**config.mk**
```make
export PLATFORM = sky130hd
export DESIGN_NAME = ioc_ctrl
export DESIGN_NICKNAME = d
export VERILOG_FILES = /design/src/rtl/ioc_pkg.sv /design/src/rtl/ioc_sync.sv /design/src/rtl/ioc_edge_flags.sv /design/src/rtl/ioc_legacy.sv /design/src/rtl/ioc_ctrl.sv
export SDC_FILE = /design/constraint.sdc
export NUM_CORES = 1
export LEC_CHECK = 0
export BUFFER_PORTS_ARGS = -buffer_cell sky130_fd_sc_hd__buf_2
export CORE_AREA = 3 3 88 90
export DETAILED_ROUTE_END_ITERATION = 12
export DIE_AREA = 0 0 91 93
export REMOVE_ABC_BUFFERS = 1
export SYNTH_ARGS = -nofsm -noshare
export SYNTH_HDL_FRONTEND = slang
export SYNTH_HIERARCHICAL = 1
export SYNTH_SLANG_ARGS = --single-unit
```
**constraint.sdc**
```tcl
create_clock -name clk -period 2.6 [get_ports clk]
set_input_delay 0.26 -clock clk [delete_from_list [all_inputs] [get_ports clk]]
set_output_delay 0.26 -clock clk [all_outputs]
set_load 0.02 [all_outputs]
```
**src/rtl/ioc_pkg.sv**
```systemverilog
// Package: register addresses shared by the controller and its bench.
// Assumes a two-bit address space with four registers.
package ioc_pkg;
    localparam int ADDR_W = 2;

    typedef enum logic [ADDR_W-1:0] {
        REG_PORT = 2'd0,
        REG_RISE = 2'd1,
        REG_FALL = 2'd2,
        REG_FLAG = 2'd3
    } ioc_reg_e;
endpackage

```
**src/rtl/ioc_sync.sv**
```systemverilog
// Module: multi-stage synchroniser with a one-cycle delayed copy.
// Assumes the pins are asynchronous. The chain has no reset, so sampling
// continues during reset and the delayed copy already matches the level when
// reset is released.
module ioc_sync #(
    parameter int WIDTH  = 8,
    parameter int STAGES = 2
) (
    input  logic             clk,
    input  logic [WIDTH-1:0] din,
    output logic [WIDTH-1:0] level,
    output logic [WIDTH-1:0] level_d
);
    logic [WIDTH-1:0] chain [STAGES];

    // first stage samples the raw pins
    always_ff @(posedge clk) begin
        chain[0] <= din;
    end

    generate
        for (genvar s = 1; s < STAGES; s++) begin : g_stage
            // each further stage re-registers the previous one
            always_ff @(posedge clk) begin
                chain[s] <= chain[s-1];
            end
        end
    endgenerate

    assign level = chain[STAGES-1];

    // previous synchronised level, used for transition detection
    always_ff @(posedge clk) begin
        level_d <= level;
    end
endmodule

```
**src/rtl/ioc_edge_flags.sv**
```systemverilog
// Module: per-pin transition qualification and sticky write-1-to-clear flags.
// Assumes level and level_d come from the synchroniser. A set takes priority
// over a clear on the same bit.
module ioc_edge_flags #(
    parameter int WIDTH = 8
) (
    input  logic             clk,
    input  logic             rst_n,
    input  logic             en,
    input  logic [WIDTH-1:0] level,
    input  logic [WIDTH-1:0] level_d,
    input  logic [WIDTH-1:0] rise_en,
    input  logic [WIDTH-1:0] fall_en,
    input  logic [WIDTH-1:0] clr,
    output logic [WIDTH-1:0] flags
);
    logic [WIDTH-1:0] set_vec;

    // qualify rising and falling transitions against their masks
    always_comb begin
        set_vec = '0;
        if (en) begin
            set_vec = (level & ~level_d & rise_en) | (~level & level_d & fall_en);
        end
    end

    // sticky flags: clear first, then set, so the set wins
    always_ff @(posedge clk) begin
        if (!rst_n) flags <= '0;
        else        flags <= (flags & ~clr) | set_vec;
    end

    AST_FLAG_CAUSE: assert property (@(posedge clk) disable iff (!rst_n)
        1'b1 |=> ((flags & ~$past(flags) & ~$past(set_vec)) == '0));
    AST_FLAG_HOLD: assert property (@(posedge clk) disable iff (!rst_n)
        1'b1 |=> (($past(flags) & ~$past(clr) & ~flags) == '0));
    AST_SET_WINS: assert property (@(posedge clk) disable iff (!rst_n)
        (set_vec != '0) |=> ((flags & $past(set_vec)) == $past(set_vec)));
endmodule

```
**src/rtl/ioc_legacy.sv**
```systemverilog
// Module: legacy mismatch detector with a snapshot and a summary flag.
// Assumes the reload strobe marks a port access. The mismatch itself is not
// stored, and the summary flag is cleared independently of the snapshot.
module ioc_legacy #(
    parameter int WIDTH = 8
) (
    input  logic             clk,
    input  logic             rst_n,
    input  logic             en,
    input  logic [WIDTH-1:0] level,
    input  logic [WIDTH-1:0] mask,
    input  logic             reload,
    input  logic             clr,
    output logic             sum
);
    logic [WIDTH-1:0] snap;
    logic [WIDTH-1:0] mismatch;

    // live, unlatched difference between the pins and the snapshot
    assign mismatch = (level ^ snap) & mask;

    // snapshot follows the pins at reset and on every port access
    always_ff @(posedge clk) begin
        if (!rst_n || reload) snap <= level;
    end

    // summary flag: set by any mismatch, cleared by its own write
    always_ff @(posedge clk) begin
        if (!rst_n) sum <= 1'b0;
        else        sum <= (sum & ~clr) | (en & (|mismatch));
    end

    AST_SNAP_RELOAD: assert property (@(posedge clk) disable iff (!rst_n)
        reload |=> (snap == $past(level)));
    AST_SUM_ON_MISMATCH: assert property (@(posedge clk) disable iff (!rst_n)
        (en && (mismatch != '0)) |=> sum);
endmodule

```
**src/rtl/ioc_ctrl.sv**
```systemverilog
// Module: top of the interrupt-on-change controller. It holds the mask
// registers and the read path, and it selects edge or legacy mode.
// Assumes software does not read and write in the same cycle, and changes
// the mode only while irq_en is low.
module ioc_ctrl
    import ioc_pkg::*;
#(
    parameter int WIDTH       = 8,
    parameter int SYNC_STAGES = 2
) (
    input  logic              clk,
    input  logic              rst_n,
    input  logic [WIDTH-1:0]  pin_in,
    input  logic              legacy_mode,
    input  logic              irq_en,
    input  logic              wr_en,
    input  logic [ADDR_W-1:0] wr_addr,
    input  logic [WIDTH-1:0]  wr_data,
    input  logic              rd_en,
    input  logic [ADDR_W-1:0] rd_addr,
    output logic [WIDTH-1:0]  rd_data,
    output logic              irq
);
    localparam logic [WIDTH-1:0] ZERO = '0;

    logic [WIDTH-1:0] level, level_d;
    logic [WIDTH-1:0] rise_en, fall_en, flags, clr_vec, flag_view;
    logic             sum, port_access;

    ioc_sync #(.WIDTH(WIDTH), .STAGES(SYNC_STAGES)) u_sync (
        .clk(clk), .din(pin_in), .level(level), .level_d(level_d)
    );

    // write-1-to-clear vector for the flag register
    assign clr_vec = (wr_en && wr_addr == REG_FLAG) ? wr_data : ZERO;

    // a read or write of the port register reloads the legacy snapshot
    assign port_access = (wr_en && wr_addr == REG_PORT) || (rd_en && rd_addr == REG_PORT);

    ioc_edge_flags #(.WIDTH(WIDTH)) u_flags (
        .clk(clk), .rst_n(rst_n), .en(!legacy_mode),
        .level(level), .level_d(level_d),
        .rise_en(rise_en), .fall_en(fall_en),
        .clr(clr_vec), .flags(flags)
    );

    ioc_legacy #(.WIDTH(WIDTH)) u_legacy (
        .clk(clk), .rst_n(rst_n), .en(legacy_mode),
        .level(level), .mask(rise_en | fall_en),
        .reload(port_access), .clr(clr_vec[0]), .sum(sum)
    );

    // mask registers written by software
    always_ff @(posedge clk) begin
        if (!rst_n) begin
            rise_en <= '0;
            fall_en <= '0;
        end else if (wr_en) begin
            if (wr_addr == REG_RISE) rise_en <= wr_data;
            if (wr_addr == REG_FALL) fall_en <= wr_data;
        end
    end

    // flag register as software sees it in the current mode
    assign flag_view = legacy_mode ? {{(WIDTH-1){1'b0}}, sum} : flags;

    // registered read mux
    always_ff @(posedge clk) begin
        if (!rst_n) rd_data <= '0;
        else if (rd_en) begin
            unique case (ioc_reg_e'(rd_addr))
                REG_PORT: rd_data <= level;
                REG_RISE: rd_data <= rise_en;
                REG_FALL: rd_data <= fall_en;
                REG_FLAG: rd_data <= flag_view;
            endcase
        end
    end

    // single request line gated by the global enable
    assign irq = irq_en && (flag_view != ZERO);

    AST_RD_HOLD: assert property (@(posedge clk) disable iff (!rst_n)
        !rd_en |=> $stable(rd_data));
endmodule

```
==> metrics.yaml, run 1 <==
logic_synthesis:
  netlist_instances: 253
  seq_area_frac_synth: 0.518
  avgSynthCellArea_sq_um: 10.5
  ys.flop_type: "dfxtp_1"
  synth_cell_type_count: 30
  synth_seq_cells: 65
  synth-edff-count: 8
  synth_warnings: 6
  syn_area_sq_um: 2670
  async_flop_share: 0
floorplanning:
  core_area_sq_um: 7140
  dieArea_sq_um: 8460
  die_height_um: 93
  die_w_um: 91
  initial_core_util: 0.374
  io_pins: 35
  rows: 31
timing:
  hold_viol: 0
  rsz0062_at_grt: "false"
  relSlewSlack: 0.525
  fmax_ghz: 0.604
  slew_violations: 0
  setup_ws_ps: 944
  finalClockSkew_ps: 5.41
  period_share: 0.637
  worstMarginPinSlew_ps: 710
  setup_viol: 0
  tns_ps: 0
  finalWorstPathRequiredPeriod_ps: 1660
worst_setup_path:
  crit_path_start_kind: "flip-flop"
  crit_path_max_incr_delay_ps: 400
  slowest_stage: "nor4_1"
  crit_type: "reg2out"
  cp.required_ps: 2340
  endpoint_kind: "primary output"
  crit_chain: "nor4_1 -> a31oi_1 -> buf_2"
  cp_top_family: "simple AND/OR/NAND/NOR gates"
  crit_fanout: 3
  arrival_ps: 1400
  path_buf_inv: 1
routing:
  ant_nets: 0
  wl_per_cell_um: 14.7
  via_count: 1848
  wl_um: 5790
  vias_per_cell: 4.69
  drc: 0
  drt_iter0_markers: 71
  dr.pass1.iters: 4
clock_network:
  cts.clk_slew.worst_paths_ps: 80
  holdBufCountCts: 8
  cts-root-buf: "clkbuf_8"
  htreeDepth: 3
  cts_setup_buffers: 0
  cts_tree: "built"
  clk_latency_ps: 350
  cts_buffers: 9
  cts_buffer_depth: 2
  cts.sinks: 65
  cts.repair.resized: 0
global_routing:
  grt.total_usage: 0.148
  grt_pass1_wl_um: 9450
  antenna_found_initial: 0
  gr-total-overflow: 0
  grt_pass1_vias: 1802
  grt_max_degree: 20
final_layout:
  diodes: 0
  syn_to_final_growth_pct: 17.7
  layout.nets: 316
  final_cell_area_sq_um: 3140
  layout-drive-gt1-share: 0.214
  fin_cells: 394
place:
  place_congestion: 0.769
  place_area_sq_um: 2860
  dp_slack_ps: 979
  port_buffers: 34
  dp_cells: 370
  dp_hpwl_um: 3930
pwr:
  leakage_nw: 1.32
  power_density_nw_per_um2: 682
  p_total_mw: 2.14
  peakVddDrop_mv: 0.243
run_status:
  status: "completed"
worst_hold_path:
  hold_class: "in2reg"
job:
  cap_violations: 0
## final cells by class
type                    instances  area [sq um]
fillers                       723          4000
clock buffers                  10           138
well taps                      99           124
inverters                      15          56.3
flip-flops and latches         65          1380
multi-input cells             156          1120
repair buffers                 43           258
clock inverters                 6          66.3
## worst reg2reg max path: cells and delay by family, from the launching register on
kind	cells	cell delay (ps)
simple gates	1	50
flops	1	340
mux	3	890
## per-stage QoR
| stage | utilization | hold slack, ps |
|---|---|---|
| 6_report | 0.440 | 193 |
| 5_1_grt | 0.440 | 210 |
| 4_1_cts | 0.440 | 178 |
| 3_5_place_dp | 0.400 | 312 |
| 3_3_place_gp | 0.400 | 310 |
| 2_1_floorplan | - | 288 |
## cells by family (layout without fill, tap and decap cells)
| group | count (synthesis) | after routing | share of synthesized area |
|---|---|---|---|
| AND/OR/NAND/NOR | 78 | 78 | 0.169 |
| flip-flops | 65 | 65 | 0.518 |
| AO/OA/AOI/OAI | 43 | 43 | 0.112 |
| buffers and inverters | 32 | 74 | 0.0638 |
| multiplexers | 27 | 27 | 0.111 |
| XOR/XNOR | 8 | 8 | 0.0263 |
## flip-flops by register name, indices dropped and copies added (netlist names)
register and count:
u_sync/chain 16, rd_data 8, u_legacy/snap 8, u_sync/level_d 8, u_flags/flags 8, rise_en 8
u_legacy/sum 1, fall_en 8
## report_power, final
| part | total, mW | internal (mW) | switching, mW |
|---|---|---|---|
| clock network | 0.873 | 0.470 | 0.404 |
| registers | 1.10 | 1.06 | 0.0327 |
| logic | 0.172 | 0.0847 | 0.0873 |
| total | 2.14 | 1.62 | 0.524 |
## metal layers
layer,part of all wire,wire (um),vias up,global-route usage
li1,-,-,934,-
met1,0.48,2770,872,0.184
met3,0.044,254,5,0.0531
met2,0.47,2700,37,0.234
met5,0,0,-,0
met4,0.011,63,0,0.0603
## worst paths after layout
path | startpoint | slack, ps | endpoint | cells after the start
worst min register to register | u_sync/chain[0][5]$_DFF_P_ | 330 | u_sync/chain[0][13]$_DFF_P_ | 0
worst max-delay path | u_flags/flags[5]$_SDFF_PN0_ | 940 | irq | 3
worst max register to register | u_flags/flags[0]$_SDFF_PN0_ | 1220 | rd_data[0]$_SDFFE_PN0P_ | 4
worst min-delay path | wr_data[7] | 190 | rise_en[7]$_SDFFE_PN0P_ | 3
## cell usage after synthesis (all sizes together), types with 2 or more instances
cell / n / area [sq um]
nand3b: 9 / 67.6
a21oi: 6 / 30.0
a22oi: 4 / 30.0
clkbuf: 3 / 11.3
o21a: 6 / 45.0
a32o: 8 / 80.1
nand2: 13 / 48.8
inv: 15 / 56.3
o22ai: 7 / 43.8
mux4: 2 / 45.0
dfxtp: 57 / 1140
nor4: 2 / 12.5
nor2b: 26 / 163
edfxtp: 8 / 240
o21ai: 10 / 53.8
nand2b: 3 / 18.8
buf: 14 / 103
or2: 8 / 50.1
nor2: 7 / 26.3
mux2i: 24 / 240
and2: 9 / 58.8
xor2: 8 / 70.1
## cell usage in the layout (no fill, tap or decap), types with 7 or more instances in the layout
master | Yosys | routed
dfxtp_1 | 57 | 57
buf_2 | 4 | 34
nor2b_1 | 26 | 26
mux2i_1 | 24 | 24
inv_1 | 15 | 15
nand2_1 | 13 | 13
clkbuf_8 | 0 | 10
o21ai_0 | 9 | 9
nand3b_1 | 9 | 9
or2_2 | 8 | 8
and2_1 | 8 | 8
dlygate4sd3_1 | 0 | 8
a32o_1 | 8 | 8
xor2_1 | 8 | 8
edfxtp_1 | 8 | 8
nor2_1 | 7 | 7
o22ai_1 | 7 | 7
Power figures use the tool's default switching activity.
==> run 2, diff against run 1 <==
- ABC_AREA: not set -> 1
- CORE_AREA: 3 3 88 90 -> 3 3 91 93
- DIE_AREA: 0 0 91 93 -> 0 0 94 96
- clock period: 2.6 -> 1.7 ns (I/O delays scaled with it)
==> run 2 against run 1 <==
First-iteration DRC count increased to 2.9 times the previous value. Largest power group unchanged. Non-clock buffer count increased by 3. Critical path type unchanged. Sequential share of layout area decreased by 2.7 points.
==> metrics.yaml, run 2 <==
final_layout:
  largest-register: "u_sync/chain"
  layout.nets: 461
  mostFrequentLayoutCell: "nand2_1"
  diodes: 0
  syn_to_final_growth_pct: 18.7
  final_cell_area_sq_um: 3340
  largest_reg_flops: 16
  layout-drive-gt1-share: 0.164
  fin_cells: 542
  mostFrequentLayoutCells: "106 x nand2_1, 69 x inv_1, 57 x dfxtp_1, 38 x nor2_1, 34 x buf_2"
logic_synthesis:
  yosysMostFrequentCell: "nand2_1"
  synth-xor-area-share: 0
  synth_seq_cells: 65
  synth_top_family_by_area: "simple AND/OR/NAND/NOR gates"
  yosys-mux-area-fraction: 0
  synth_top_cell_area_share: 0.405
  yosys.area_share.simple: 0.270
  yosys.area.top_type: "dfxtp_1"
  avgSynthCellArea_sq_um: 7.18
  synth_compound_area_frac: 0.106
  ys.flop_type: "dfxtp_1"
  netlist_instances: 392
  synth-edff-count: 8
  syn_area_sq_um: 2820
  async_flop_share: 0
  yosys-top-cells-count: "106 x nand2_1, 69 x inv_1, 57 x dfxtp_1"
  seq_area_frac_synth: 0.490
  synthAdderAreaFrac: 0
  synth.area.top_cells: "dfxtp_1 41%, nand2_1 14%, inv_1 9.2%"
  synth_cell_type_count: 22
  synth_warnings: 6
routing:
  routed.top_layer: "met4"
  drc: 0
  via_count: 2480
  wl_per_cell_um: 12.8
  drt_iter0_markers: 208
  wl_met1_um: 3160
  wl_um: 6920
  dr.pass1.iters: 5
  wl_met2_um: 3110
  ant_nets: 0
  vias_per_cell: 4.58
  met3_length_um: 506
floorplanning:
  initial_core_util: 0.370
  io_pins: 35
  rows: 32
  die_height_um: 96
  dieArea_sq_um: 9020
  core_area_sq_um: 7610
  die_w_um: 94
worst_setup_path:
  cpMostUsedCell: "nor2_1"
  endpoint_kind: "primary output"
  slowest_stage: "dfxtp_1"
  arrival_ps: 1390
  crit_chain: "inv_1 -> nor2_1 -> nor2_1 -> nand2_1 -> nor2_1 -> a21boi_0 -> buf_2"
  cp.required_ps: 1530
  crit_type: "reg2out"
  crit_path_max_incr_delay_ps: 340
  crit_path_start_kind: "flip-flop"
  crit_fanout: 2
pwr:
  power_density_nw_per_um2: 1040
  p_total_mw: 3.47
  peakVddDrop_mv: 0.389
  leakage_nw: 1.62
timing:
  finalWorstPathRequiredPeriod_ps: 1560
  hold_viol: 0
  setup_viol: 0
  worstMarginPinSlew_ps: 413
  period_share: 0.915
  slew_violations: 0
  relSlewSlack: 0.724
  rsz0062_at_grt: "false"
  fmax_ghz: 0.643
  tns_ps: 0
  finalClockSkew_ps: 5.67
global_routing:
  gr-total-overflow: 0
  grt.total_usage: 0.165
  grt_max_degree: 17
  antenna_found_initial: 0
  grt_pass1_vias: 2301
  grt_pass1_wl_um: 11200
clock_network:
  cts_setup_buffers: 0
  cts-root-buf: "clkbuf_8"
  cts_buffers: 9
  cts_tree: "built"
  clk_latency_ps: 350
  cts.repair.resized: 0
  cts.clk_slew.worst_paths_ps: 70
  cts.sinks: 65
  cts_buffer_depth: 2
  holdBufCountCts: 8
  htreeDepth: 3
run_status:
  status: "completed"
place:
  dp_hpwl_um: 4820
  place_area_sq_um: 3040
  port_buffers: 34
  dp_cells: 518
  place_congestion: 0.900
job:
  cap_violations: 0
worst_hold_path:
  hold_class: "in2reg"
[run 2: layer usage]
metal,track usage,vias to the layer above
met2,0.263,78
li1,-,1275
met4,0.0866,0
met1,0.210,1116
met5,0,-
met3,0.0375,11
[run 2: worst paths after layout]
check                           endpoint  slack (ps)                   startpoint  cells after the start
max                                  irq         140  u_flags/flags[1]$_SDFF_PN0_                      7
min              fall_en[2]$_SDFFE_PN0P_          80                   wr_data[2]                      3
max reg2reg      u_legacy/sum$_SDFF_PN0_         450      fall_en[6]$_SDFFE_PN0P_                      7
min reg2reg  u_sync/chain[0][14]$_DFF_P_         330   u_sync/chain[0][6]$_DFF_P_                      0
[run 2: final cells by class]
type,count,area (sq um)
Clock buffer,13,201
Clock inverter,3,17.5
Fill cell,782,4260
Inverter,74,278
Multi-Input combinational cell,239,1060
Sequential cell,65,1380
Tap cell,102,128
Timing Repair Buffer,46,280
[run 2: where the power goes]
part           switching (mW)  total (mW)  internal (mW)
combinational           0.220       0.366          0.146
sequential             0.0691        1.72           1.65
clock                   0.611        1.39          0.782
total                   0.900        3.47           2.57
[run 2: worst max-delay path, delay by kind of cell, from the launching register on]
family,cells,cell delay [ps]
AO/OA/AOI/OAI,1,150
buffers and inverters,2,240
flip-flops,1,340
AND/OR/NAND/NOR,4,310
[run 2: kinds of logic (layout without fill, tap and decap cells)]
family,after synthesis,in the layout
buffers and inverters,88,136
DFF,65,65
AOI/OAI and AO/OA,58,58
and+or+nand+nor,181,181
[run 2: through the flow]
stage	setup WS [ps]	hold slack, ps	utilization
after floorplan	455	198	-
after global placement	432	272	0.400
after detailed placement	407	274	0.400
after CTS	123	64.9	0.439
after global routing	42.1	89.1	0.439
final	144	79.3	0.439
==> run 3, diff against run 2 <==
==> constraint.sdc (replaced) <==
create_clock -name clk -period 1.7 [get_ports clk]
set_input_delay 0.34 -clock clk [delete_from_list [all_inputs] [get_ports clk]]
set_output_delay 0.34 -clock clk [all_outputs]
set_load 0.02 [all_outputs]
==> run 3 against run 2 <==
Wire length shrank 3.5%. Register-to-register slack is essentially flat. Clock-buffer cell count shrank 3. Final cell count shrank 0.92%. Sequential power is essentially flat. Worst hold slack gained 7.1 ps. Global-route usage shrank 0.79 points. Die area is the same. Largest power group unchanged.
==> metrics.yaml, run 3 (synthesis gave the netlist of run 2 again) <==
run_status:
  status: "completed"
floorplanning:
  core_area_sq_um: 7610
  initial_core_util: 0.370
  rows: 32
  die_w_um: 94
  die_height_um: 96
  dieArea_sq_um: 9020
  io_pins: 35
clock_network:
  cts.clk_slew.worst_paths_ps: 70
  holdBufCountCts: 0
  cts_tree: "built"
  clk_latency_ps: 350
  htreeDepth: 3
  cts_buffers: 9
  cts-root-buf: "clkbuf_8"
  cts.sinks: 65
  cts_buffer_depth: 2
timing:
  rsz0062_at_grt: "false"
  finalWorstPathRequiredPeriod_ps: 1630
  setup_viol: 0
  hold_viol: 0
  period_share: 0.956
  tns_ps: 0
  slew_violations: 0
  finalClockSkew_ps: 8.70
  relSlewSlack: 0.727
  worstMarginPinSlew_ps: 409
  fmax_ghz: 0.615
worst_setup_path:
  crit_path_start_kind: "flip-flop"
  cp.required_ps: 1360
  ff2ff_setup_slack_ps: 440
  r2r-end: "u_legacy/sum$_SDFF_PN0_"
  reg2regPathDepth: 7
  crit_start: "u_flags/flags[6]$_SDFF_PN0_"
  worstReg2RegStart: "fall_en[6]$_SDFFE_PN0P_"
  endpoint_kind: "primary output"
  setup.worst_path.end: "irq"
  arrival_ps: 1290
  crit_fanout: 2
  crit_type: "reg2out"
pwr:
  comb_power_share: 0.110
  power_density_nw_per_um2: 1020
  p_total_mw: 3.39
  internal_power_mw: 2.50
  swShare: 0.262
  p_clk_frac: 0.384
  pwr-share-seq: 0.505
  peakVddDrop_mv: 0.496
  p_sw_mw: 0.887
  leakage_nw: 1.59
final_layout:
  fin_cells: 537
  largest_reg_flops: 16
  layout.nets: 456
  layout-drive-gt1-share: 0.205
  mostFrequentLayoutCell: "nand2_1"
  diodes: 0
  largest-register: "u_sync/chain"
  fillers: 814
  syn_to_final_growth_pct: 17.4
  mostFrequentLayoutCells: "106 x nand2_1, 67 x inv_1, 53 x dfxtp_1, 33 x buf_2"
global_routing:
  grt_pass1_vias: 2223
  grt.total_usage: 0.158
  grt_pass1_wl_um: 10600
  grt_max_degree: 19
  antenna_found_initial: 0
  gr-total-overflow: 0
place:
  place_congestion: 0.885
  port_buffers: 34
  dp_cells: 519
  dp_hpwl_um: 4620
routing:
  vias_per_cell: 4.44
  wl_per_cell_um: 12.4
  dr.pass1.iters: 4
  drc: 0
  ant_nets: 0
  drt_iter0_markers: 132
  via_count: 2385
  wl_um: 6670
worst_hold_path:
  hold_class: "in2reg"
job:
  cap_violations: 0
==> run 3: cell types whose count changed in the layout (fill, tap and decap cells not counted), moves of 3 or more <==
cell           before  now
buf_4               4    7
dfxtp_1            57   53
dfxtp_2             0    4
dlygate4sd3_1       8    0
nor2_1             38   32
nor2_2              0    4
==> run 3: repair_timing <==
item                                    CTS  global route
resized for setup                         6            13
endpoints found under the setup margin    1             1
buffers inserted                          0             2
pin swaps                                 1             6
==> run 3: routing by layer <==
metal,vias up,global-route usage,share of wire
li1,1267,-,-
met1,1055,0.196,0.46
met2,55,0.251,0.46
met3,8,0.0539,0.067
met4,0,0.0626,0.0099
met5,-,0,0
==> run 3: area by class of cell <==
class | count | area (sq um) | share of cell area
Inverter | 74 | 278 | 0.0840
Multi-Input combinational cell | 239 | 1090 | 0.330
Clock inverter | 6 | 57.6 | 0.0174
Sequential cell | 65 | 1390 | 0.419
Clock buffer | 10 | 138 | 0.0416
Timing Repair Buffer | 41 | 229 | 0.0692
Tap cell | 102 | 128 | 0.0386
==> run 3: worst min-delay path by stage <==
stage | from | to | slack, ps | depth (start not counted)
finish | pin_in[5] | u_sync/chain[0][5]$_DFF_P_ | 90 | 1
global route | pin_in[7] | u_sync/chain[0][7]$_DFF_P_ | 70 | 1
CTS | pin_in[5] | u_sync/chain[0][5]$_DFF_P_ | 70 | 1
detailed placement | u_sync/chain[0][1]$_DFF_P_ | u_sync/chain[0][9]$_DFF_P_ | 310 | 0
global placement | u_sync/chain[0][3]$_DFF_P_ | u_sync/chain[0][11]$_DFF_P_ | 310 | 0
floorplan | u_sync/chain[0][2]$_DFF_P_ | u_sync/chain[0][10]$_DFF_P_ | 310 | 0
==> run 3: metrics by stage <==
stage / util / worst slack, ps / instance area (sq um) / hold WS [ps]
after floorplan: - / 273 / 2720 / 310
after global placement: 0.401 / 108 / 3050 / 311
after CTS: 0.428 / 6.17 / 3260 / 73.4
final: 0.435 / 74.9 / 3310 / 86.4
after detailed placement: 0.401 / 93.5 / 3050 / 312
after global routing: 0.435 / 8.73 / 3310 / 65.2
==> run 3: power by group through the flow <==
stage	Combinational, mW	Clock [mW]	Sequential, mW
final	0.374	1.30	1.71
after global routing	0.425	1.40	1.72
after CTS	0.358	1.33	1.71
after detailed placement	0.353	0	1.74
after global placement	0.347	0	1.74
after floorplan	0.217	0	1.74
==> run 3: worst max-delay path: stages, from the launching register on <==
cell and delay [ps]:
dfxtp_2 340, inv_2 40, nor2_4 100, nor2_1 50
nand2_1 80, nor2_2 40, a21boi_2 150, buf_6 140
